<file path="src/rtl/trig_sync_pkg.sv">
`timescale 1ns/1ps
package trig_sync_pkg;
  localparam int REG_W    = 32;
  localparam int PER_LSB  = 0;
  localparam int PER_W    = 15;
  localparam int LOAD_BIT = 15;
  localparam int ARM_LSB  = 16;
  localparam int ARM_MAX  = 4;
  localparam int GO_BIT   = 24;
  localparam logic [PER_W-1:0] PER_RST = 15'h176F;
endpackage

</file>
<file path="src/rtl/trig_sync_timer.sv">
`timescale 1ns/1ps
module trig_sync_timer
  import trig_sync_pkg::*;
#(
  parameter logic [PER_W-1:0] RST_PERIOD = PER_RST
) (
  input  logic             clk_i,
  input  logic             rst_ni,
  input  logic             start_i,
  input  logic [PER_W-1:0] start_val_i,
  input  logic             load_i,
  input  logic [PER_W-1:0] period_i,
  output logic             tick_o,
  output logic             active_o,
  output logic             sync_o
);
  logic [PER_W-1:0] cnt_q, act_q;
  logic             active_q, sync_q;

  assign tick_o   = active_q && (cnt_q == '0);
  assign active_o = active_q;
  assign sync_o   = sync_q;

  always_ff @(posedge clk_i or negedge rst_ni) begin
    if (!rst_ni) begin
      cnt_q    <= '0;
      act_q    <= RST_PERIOD;
      active_q <= 1'b0;
      sync_q   <= 1'b0;
    end else begin
      sync_q <= tick_o;
      if (start_i) begin
        active_q <= 1'b1;
        cnt_q    <= start_val_i;
        act_q    <= start_val_i;
      end else if (tick_o) begin
        // committed period replaces the running one only at a boundary
        if (load_i) begin
          cnt_q <= period_i;
          act_q <= period_i;
        end else begin
          cnt_q <= act_q;
        end
      end else if (active_q) begin
        cnt_q <= cnt_q - 1'b1;
      end
    end
  end

  assert_active_stays_R3: assert property (@(posedge clk_i) disable iff (!rst_ni)
    active_q |=> active_q);
  assert_pulse_after_tick_R3: assert property (@(posedge clk_i) disable iff (!rst_ni)
    tick_o |=> sync_q);
endmodule

</file>
<file path="src/rtl/trig_sync_arm.sv">
`timescale 1ns/1ps
module trig_sync_arm #(
  parameter int NUM_LINKS = 4
) (
  input  logic                 clk_i,
  input  logic                 rst_ni,
  input  logic                 wr_en_i,
  input  logic [NUM_LINKS-1:0] wr_arm_i,
  input  logic                 wr_go_i,
  input  logic                 tick_i,
  output logic [NUM_LINKS-1:0] arm_o,
  output logic                 go_o,
  output logic [NUM_LINKS-1:0] bank_sw_o
);
  logic [NUM_LINKS-1:0] arm_q, fire_q, sw_q;
  logic                 go_q, go_accept;

  // a go write is taken only when no go is outstanding
  assign go_accept = wr_en_i && wr_go_i && !go_q;

  always_ff @(posedge clk_i or negedge rst_ni) begin
    if (!rst_ni) begin
      arm_q  <= '0;
      fire_q <= '0;
      sw_q   <= '0;
      go_q   <= 1'b0;
    end else begin
      if (wr_en_i) arm_q <= go_accept ? '0 : wr_arm_i;
      if (go_accept) fire_q <= wr_arm_i;
      if (go_accept)               go_q <= 1'b1;
      else if (tick_i && go_q)     go_q <= 1'b0;
      sw_q <= (tick_i && go_q) ? fire_q : '0;
    end
  end

  assign arm_o     = arm_q;
  assign go_o      = go_q;
  assign bank_sw_o = sw_q;

  assert_go_clears_R7: assert property (@(posedge clk_i) disable iff (!rst_ni)
    (tick_i && go_q) |=> (!go_q && (sw_q == $past(fire_q))));
  assert_strobe_needs_go_R8: assert property (@(posedge clk_i) disable iff (!rst_ni)
    (sw_q != '0) |-> $past(go_q));
  assert_pending_kept_R9: assert property (@(posedge clk_i) disable iff (!rst_ni)
    (go_q && !tick_i) |=> (go_q && $stable(fire_q)));
endmodule

</file>
<file path="src/rtl/trig_sync_ctrl.sv">
`timescale 1ns/1ps
module trig_sync_ctrl
  import trig_sync_pkg::*;
#(
  parameter int                NUM_LINKS  = 4,
  parameter logic [PER_W-1:0]  RST_PERIOD = PER_RST
) (
  input  logic                 clk_i,
  input  logic                 rst_ni,
  input  logic                 wr_en_i,
  input  logic [REG_W-1:0]     wr_data_i,
  output logic [REG_W-1:0]     rd_data_o,
  output logic                 sync_o,
  output logic [NUM_LINKS-1:0] bank_sw_o
);
  logic [PER_W-1:0]     prog_q;
  logic                 load_q, wr_load, start, tick, active;
  logic [NUM_LINKS-1:0] arm;
  logic                 go;

  assign wr_load = wr_en_i && wr_data_i[LOAD_BIT];
  assign start   = wr_load && !active;

  always_ff @(posedge clk_i or negedge rst_ni) begin
    if (!rst_ni) begin
      prog_q <= RST_PERIOD;
      load_q <= 1'b0;
    end else begin
      if (wr_en_i) prog_q <= wr_data_i[PER_LSB +: PER_W];
      if (wr_load)               load_q <= 1'b1;
      else if (tick && load_q)   load_q <= 1'b0;
    end
  end

  trig_sync_timer #(.RST_PERIOD(RST_PERIOD)) u_timer (
    .clk_i       (clk_i),
    .rst_ni      (rst_ni),
    .start_i     (start),
    .start_val_i (wr_data_i[PER_LSB +: PER_W]),
    .load_i      (load_q),
    .period_i    (prog_q),
    .tick_o      (tick),
    .active_o    (active),
    .sync_o      (sync_o)
  );

  trig_sync_arm #(.NUM_LINKS(NUM_LINKS)) u_arm (
    .clk_i     (clk_i),
    .rst_ni    (rst_ni),
    .wr_en_i   (wr_en_i),
    .wr_arm_i  (wr_data_i[ARM_LSB +: NUM_LINKS]),
    .wr_go_i   (wr_data_i[GO_BIT]),
    .tick_i    (tick),
    .arm_o     (arm),
    .go_o      (go),
    .bank_sw_o (bank_sw_o)
  );

  always_comb begin
    rd_data_o = '0;
    rd_data_o[PER_LSB +: PER_W]     = prog_q;
    rd_data_o[LOAD_BIT]             = load_q;
    rd_data_o[ARM_LSB +: NUM_LINKS] = arm;
    rd_data_o[GO_BIT]               = go;
  end

  assert_links_fit_R2: assert final (NUM_LINKS >= 1 && NUM_LINKS <= ARM_MAX);
  assert_load_clear_R5: assert property (@(posedge clk_i) disable iff (!rst_ni)
    (tick && load_q && !wr_load) |=> !load_q);
  assert_strobe_on_sync_R7: assert property (@(posedge clk_i) disable iff (!rst_ni)
    (bank_sw_o != '0) |-> sync_o);
  assert_quiet_when_idle_R1: assert property (@(posedge clk_i) disable iff (!rst_ni)
    sync_o |-> active);
endmodule

</file>
<file path="config.mk">
export PLATFORM = sky130hd
export DESIGN_NAME = trig_sync_ctrl
export DESIGN_NICKNAME = d
export VERILOG_FILES = /design/src/rtl/trig_sync_pkg.sv /design/src/rtl/trig_sync_timer.sv /design/src/rtl/trig_sync_arm.sv /design/src/rtl/trig_sync_ctrl.sv
export SDC_FILE = /design/constraint.sdc
export NUM_CORES = 1
export LEC_CHECK = 0
export ABC_AREA = 1
export BUFFER_PORTS_ARGS = -buffer_cell sky130_fd_sc_hd__buf_2
export CAP_MARGIN = 5
export CORE_MARGIN = 1.5
export CORE_UTILIZATION = 59
export DETAILED_ROUTE_END_ITERATION = 7
export PLACE_DENSITY = 0.85
export RECOVER_POWER = 25
export SYNTH_ARGS = -nofsm -noshare
export SYNTH_HDL_FRONTEND = slang
export SYNTH_SLANG_ARGS = --single-unit
</file>
<file path="constraint.sdc">
create_clock -name clk_i -period 2.75 [get_ports clk_i]
set_input_delay 0.1375 -clock clk_i [delete_from_list [all_inputs] [get_ports clk_i]]
set_output_delay 0.1375 -clock clk_i [all_outputs]
set_load 0.02 [all_outputs]
</file>
==> flow_summary.toml, run 1 <==
[final_layout]
drive_gt1_share_pct = 20.2
area_delta_synth_final_pct = 12.0
fillers = 456
nNetsFinal = 527
n_antenna_cell = 0

[detailed_routing]
vias = 2919
drc_errors = 0
wire_per_inst_microns = 13.1
final_antenna_net_count = 0
met1Wirelength_mm = 3.11
met2_length_mm = 3.83
highest_layer = "met4"
wl_met3_microns = 404
viasPerCell = 5.15
dr.pass1.iters = 5
finalWirelength_mm = 7.46
first_iter_violations = 274

[timing]
finalHoldViolations = 0
finalMaxSlewViolations = 0
worst_pin_slew_ns = 1.15
finalSetupViolCount = 0
fmax_mhz = 490
rsz0062_at_grt = "no"
tns_ns = 0
max_slew_margin_pct = 23.0
fin_crit_sh_pct = 74.2
finalWorstSetupSlack_ns = 0.709
period_minus_slack_ns = 2.04
finalClockSkew_ns = 0.00566

[yosys]
netlist.area_leader.share_pct = 30.1
syn_avg_cell_area_sq_um = 7.70
ys_warn_count = 0
syn-cell-area_sq_um = 3410
synth_sequential_area_ratio_pct = 45.5
async_reset_ff_share_pct = 100
synth_edf_count = 0
synth.area.top_cells = "dfrtp_1 30%, nand2_1 17%, dfstp_2 15%"
synth_seq_cells = 61
synthDistinctLibCells = 34
synthCells = 443
synthFlopType = "dfrtp_1"
yosysTopAreaCell = "dfrtp_1"

[cts]
clk_pin_slew_ns = 0.07
cts_resized = 0
post_cts_buffers = 0
numCtsBuffers = 9
htreeDepth = 3
clockBufferDepth = 2
clk_latency_ns = 0.34
cts_root_buf = "clkbuf_8"
cts.sinks = 61
tritoncts = "done"

[power]
cellPowerDensity_nw_per_um2 = 856
p_leak_nw = 2.03
ir_drop_mv = 0.542

[run_status]
outcome = "complete, no violations"

[global_routing]
antenna_found_initial = 0
grt_first_pass_wirelength_mm = 12.7
track_usage_pct = 26.5
grt_pass1_vias = 2838
grt_max_degree = 38
grt_overflow = 0

[die]
die_area_sq_um = 6250
io_pins = 72
die_w_microns = 79.0
chipHeight_microns = 79.0
core_area_sq_um = 5540
start_util_pct = 61.6
fp-row-count = 27

[worst_setup_path]
endpoint_kind = "flip-flop"
startpoint_type = "flip-flop"
required_ns = 2.98
crit_fanout = 37
cp.arrival_ns = 2.27
crit_type = "flip-flop to flip-flop"

[placed_design]
port_buffers = 49
post-dp-hpwl_mm = 5.27
gp_congestion = 0.876
dp_slack_ns = 0.762

[min_path]
hold_path_class = "input pin to flip-flop"

[job]
cap_violations = 0
placed cells by master, fill, tap and decap left out, types with 2 or more instances in the layout:
cell	instances
nand2_1	157
clkinv_2	2
buf_2	39
nand3_4	2
o21ai_0	54
ha_1	2
nor2_4	3
clkbuf_1	12
o21ai_1	2
xor2_1	3
dfstp_2	20
clkbuf_8	11
nand2_4	2
dfrtp_1	41
buf_4	2
a21oi_1	4
nand4_1	4
nor2_1	30
bufinv_16	2
conb_1	11
o21ai_2	3
nor2_2	3
o211ai_1	4
inv_2	2
nand3_1	18
nand2_2	5
inv_1	50
power by group:
part           leakage [nW]  internal, mW  switching [mW]  total (mW)
logic                  1.20         0.349           0.645       0.994
registers             0.714          1.16           0.204        1.37
clock network         0.116         0.557           0.352       0.910
cells in the mapped netlist, drive strengths merged, types with 2 or more instances:
master	number
nand2	165
o21ai	59
inv	52
dfrtp	41
nor2	37
buf	20
dfstp	20
nand3	20
clkbuf	7
a21oi	4
nand4	4
o211ai	4
xor2	3
ha	2
critical path, stage by stage, from the launching register on:
cell	delay [ns]
dfrtp_1	0.44
inv_1	0.11
ha_1	0.22
nand2_1	0.11
nor3_4	0.24
nand3_4	0.16
nand2_8	0.23
inv_2	0.15
nand2_1	0.09
nand2_1	0.05
nand2_1	0.05
nand2_1	0.06
metal layers:
| metal | vias to the layer above | GRT usage, % |
|---|---|---|
| met5 | - | 0 |
| met4 | 0 | 8.25 |
| met2 | 91 | 46.1 |
| li1 | 1450 | - |
| met3 | 12 | 7.82 |
| met1 | 1366 | 31.5 |
cell families after synthesis:
group / count (synthesis) / share of synthesized area, %
buffers and inverters: 80 / 11.9
and+or+nand+nor: 229 / 30.6
adders and majority gates: 2 / 0.733
other: 1 / 0.110
xor gates and xnor gates: 3 / 0.770
DFF: 61 / 45.5
AOI/OAI and AO/OA: 67 / 10.5
final cells by class:
type	count	area (sq um)	area share, %
multi-input combinational	312	1490	39.1
timing repair buffer	53	262	6.85
clock buffer	12	155	4.06
inverter	53	199	5.21
clock inverter	4	70.1	1.83
tap	72	90.1	2.36
sequential	61	1550	40.6
repair_timing:
action / in CTS / in global routing
hold buffers: 1 / 0
endpoints found under the setup margin: 0 / 0
hold endpoints to repair: 15 / 0
worst paths after layout:
| kind | startpoint | end | slack (ns) | cells after the start |
|---|---|---|---|---|
| max in group asynchronous | rst_ni | u_timer.cnt_q[0] | 0.72 | 3 |
| max reg2reg | u_timer.cnt_q[0] | u_timer.cnt_q[8] | 0.71 | 11 |
| max | u_timer.cnt_q[0] | u_timer.cnt_q[8] | 0.71 | 11 |
| min in group asynchronous | rst_ni | u_timer.act_q[4] | 0.55 | 2 |
| min reg2reg | prog_q[10] | prog_q[10] | 0.48 | 2 |
| min | wr_data_i[12] | prog_q[12] | 0.01 | 3 |
state kept, by name, indices dropped and copies added, names as in the netlist:
signal and count:
load_q 1, prog_q 15, u_arm.arm_o 4, u_arm.bank_sw_o 4, u_arm.fire_q 4, u_arm.go_o 1
u_timer.act_q 15, u_timer.active_o 1, u_timer.cnt_q 15, u_timer.sync_o 1
metrics by stage:
step                      util [%]  power [mW]  area [sq um]  hold WS, ns  std cells
final                         68.9        3.27          3820       0.0101        567
after global routing          68.9        3.49          3820      0.00652        567
after CTS                     69.2        3.28          3840      0.00173        567
after detailed placement      65.0        2.36          3600        0.118        550
after global placement        65.0        2.31          3600        0.121        550
after floorplan                  -        2.13          3450       -0.158        453
No activity file was read; power rests on OpenSTA's default activity.
==> run 2: changes to the inputs <==
--- a/config.mk
+++ b/config.mk
@@ -9,9 +9,9 @@
 export BUFFER_PORTS_ARGS = -buffer_cell sky130_fd_sc_hd__buf_2
 export CAP_MARGIN = 5
 export CORE_MARGIN = 1.5
-export CORE_UTILIZATION = 59
+export CORE_UTILIZATION = 49
 export DETAILED_ROUTE_END_ITERATION = 7
-export PLACE_DENSITY = 0.85
+export PLACE_DENSITY = 0.76
 export RECOVER_POWER = 25
 export SYNTH_ARGS = -nofsm -noshare
 export SYNTH_HDL_FRONTEND = slang
==> constraint.sdc (replaced) <==
create_clock -name clk_i -period 1.7 [get_ports clk_i]
set_input_delay 0.085 -clock clk_i [delete_from_list [all_inputs] [get_ports clk_i]]
set_output_delay 0.085 -clock clk_i [all_outputs]
set_load 0.02 [all_outputs]
==> flow_summary.toml, run 2 (synthesized netlist as in run 1, its figures left out) <==
[run_status]
outcome = "finished, violations left"
violations = "setup timing"

[power]
cellPowerDensity_nw_per_um2 = 1320
ir_drop_mv = 0.759
p_leak_nw = 2.36

[worst_setup_path]
slowest_delay_ns = 0.39
crit_buf_inv = 2
crit_type = "flip-flop to flip-flop"
path_delay_family = "simple AND/OR/NAND/NOR gates"
startpoint_type = "flip-flop"
required_ns = 1.99
crit_chain = "inv_2 -> ha_4 -> nand2_4 -> nor3_4 -> nand3_4 -> nand2_8 -> buf_12 -> nand2_2 -> nand2_1 -> nand2_1 -> nand2_1"
cp.depth = 11
rr_endpoint = "u_timer.cnt_q[8]"
r2r_start = "u_timer.cnt_q[1]"
setup.worst_path.start = "u_timer.cnt_q[1]"
crit_fanout = 7
r2r_cells = 11
endpoint = "u_timer.cnt_q[8]"
endpoint_kind = "flip-flop"
cp_common_cell = "nand2_1"
cp.arrival_ns = 2.01
reg2reg_slack_ns = -0.02
cp_slowest_cell = "dfrtp_1"

[final_layout]
reg_top3 = "prog_q x15, u_timer.act_q x15, u_timer.cnt_q x15"
n_antenna_cell = 0
nNetsFinal = 579
fin_area_sq_um = 4380
final_common_cell = "nand2_1"
drive_gt1_share_pct = 28.2
layout_common_cells = "154 x nand2_1, 51 x o21ai_0, 49 x buf_2"
area_delta_synth_final_pct = 28.3
utilization_pct = 64.8

[timing]
finalClockSkew_ns = 0.00835
finalHoldViolations = 0
finalSetupViolCount = 5
fin_crit_sh_pct = 101
max_slew_margin_pct = 45.0
tns_ns = -0.0510
worst_pin_slew_ns = 0.825
finalWorstSetupSlack_ns = -0.0159
rsz0062_at_grt = "yes"
period_minus_slack_ns = 1.72
finalMaxSlewViolations = 0
fmax_mhz = 583

[detailed_routing]
first_iter_violations = 159
wire_per_inst_microns = 14.0
finalWirelength_mm = 8.77
dr.pass1.iters = 4
viasPerCell = 5.04
vias = 3159
drc_errors = 0
final_antenna_net_count = 0

[global_routing]
grt_max_degree = 62
grt_first_pass_wirelength_mm = 13.9
antenna_found_initial = 0
grt_pass1_vias = 3072
track_usage_pct = 24.3
grt_overflow = 0

[die]
chipHeight_microns = 86.4
start_util_pct = 50.5
io_pins = 72
core_area_sq_um = 6760
die_area_sq_um = 7470
die_w_microns = 86.4
fp-row-count = 30

[placed_design]
dpl_cell_area_sq_um = 3840
gp_congestion = 0.917
port_buffers = 49
post-dp-hpwl_mm = 5.55

[cts]
clk_latency_ns = 0.35
clk_pin_slew_ns = 0.07
clockBufferDepth = 2
numCtsBuffers = 9
cts.sinks = 61
htreeDepth = 3
tritoncts = "done"
cts_root_buf = "clkbuf_8"

[job]
cap_violations = 0

[min_path]
whs_path_depth = 3
hold_path_class = "input pin to flip-flop"
run 2: cell types whose count changed in the layout (fill, tap and decap cells not counted), moves of 5 or more:
| cell | delta |
|---|---|
| dlygate4sd3_1 | +18 |
| clkbuf_1 | -11 |
| buf_4 | +29 |
| buf_2 | +10 |
| nand2_4 | +5 |
run 2: through the flow:
stage | total power [mW] | hold WS (ns) | cells | setup WS (ns)
CTS | 5.63 | 0.0132 | 620 | -0.0152
floorplan | 3.44 | -0.211 | 453 | 0.118
global placement | 3.99 | 0.120 | 584 | 0.0132
global route | 6.14 | 0.0448 | 627 | -0.103
finish | 5.77 | 0.0278 | 627 | -0.0159
detailed placement | 4.06 | 0.124 | 584 | -0.00976
run 2: area by class of cell:
type / instances / area (sq um)
fill: 575 / 2380
clock inverter: 3 / 67.6
inverter: 53 / 201
clock buffer: 13 / 169
tap: 80 / 100
timing repair buffer: 103 / 727
multi-input combinational: 314 / 1560
sequential: 61 / 1550
run 2: timing repair:
item | in CTS | in global routing
hold buffers | 19 | 0
resized for setup | 0 | 19
endpoints found under the setup margin | 6 | 23
cloned | 1 | 1
endpoints found under the hold margin | 62 | 0
pin swaps | 2 | 11
buffers inserted | 0 | 6
run 2: worst min path at each step:
stage	end	startpoint	slack, ns
floorplan	load_q	rst_ni	-0.21
global placement	prog_q[4]	rst_ni	0.12
detailed placement	prog_q[4]	rst_ni	0.12
CTS	prog_q[14]	wr_data_i[14]	0.01
global route	prog_q[14]	wr_data_i[14]	0.04
finish	prog_q[14]	wr_data_i[14]	0.03
run 2: routing by layer:
layer | track usage (%) | part of all wire [%] | vias to the layer above
met2 | 43.0 | 52 | 97
met3 | 6.38 | 6.0 | 13
met4 | 8.94 | 1.7 | 0
li1 | - | - | 1554
met1 | 28.3 | 40 | 1495
met5 | 0 | 0 | -
run 2: where the power goes:
part	total [mW]	switching [mW]	leakage, nW	internal, mW
Combinational	2.07	1.21	1.53	0.859
Sequential	2.17	0.285	0.714	1.88
Clock	1.53	0.583	0.116	0.946
run 2: tightest hold or removal path, delay by kind of cell:
family                 cells  cell delay (ns)
buffers and inverters      2             0.15
AOI/OAI and AO/OA          1             0.09
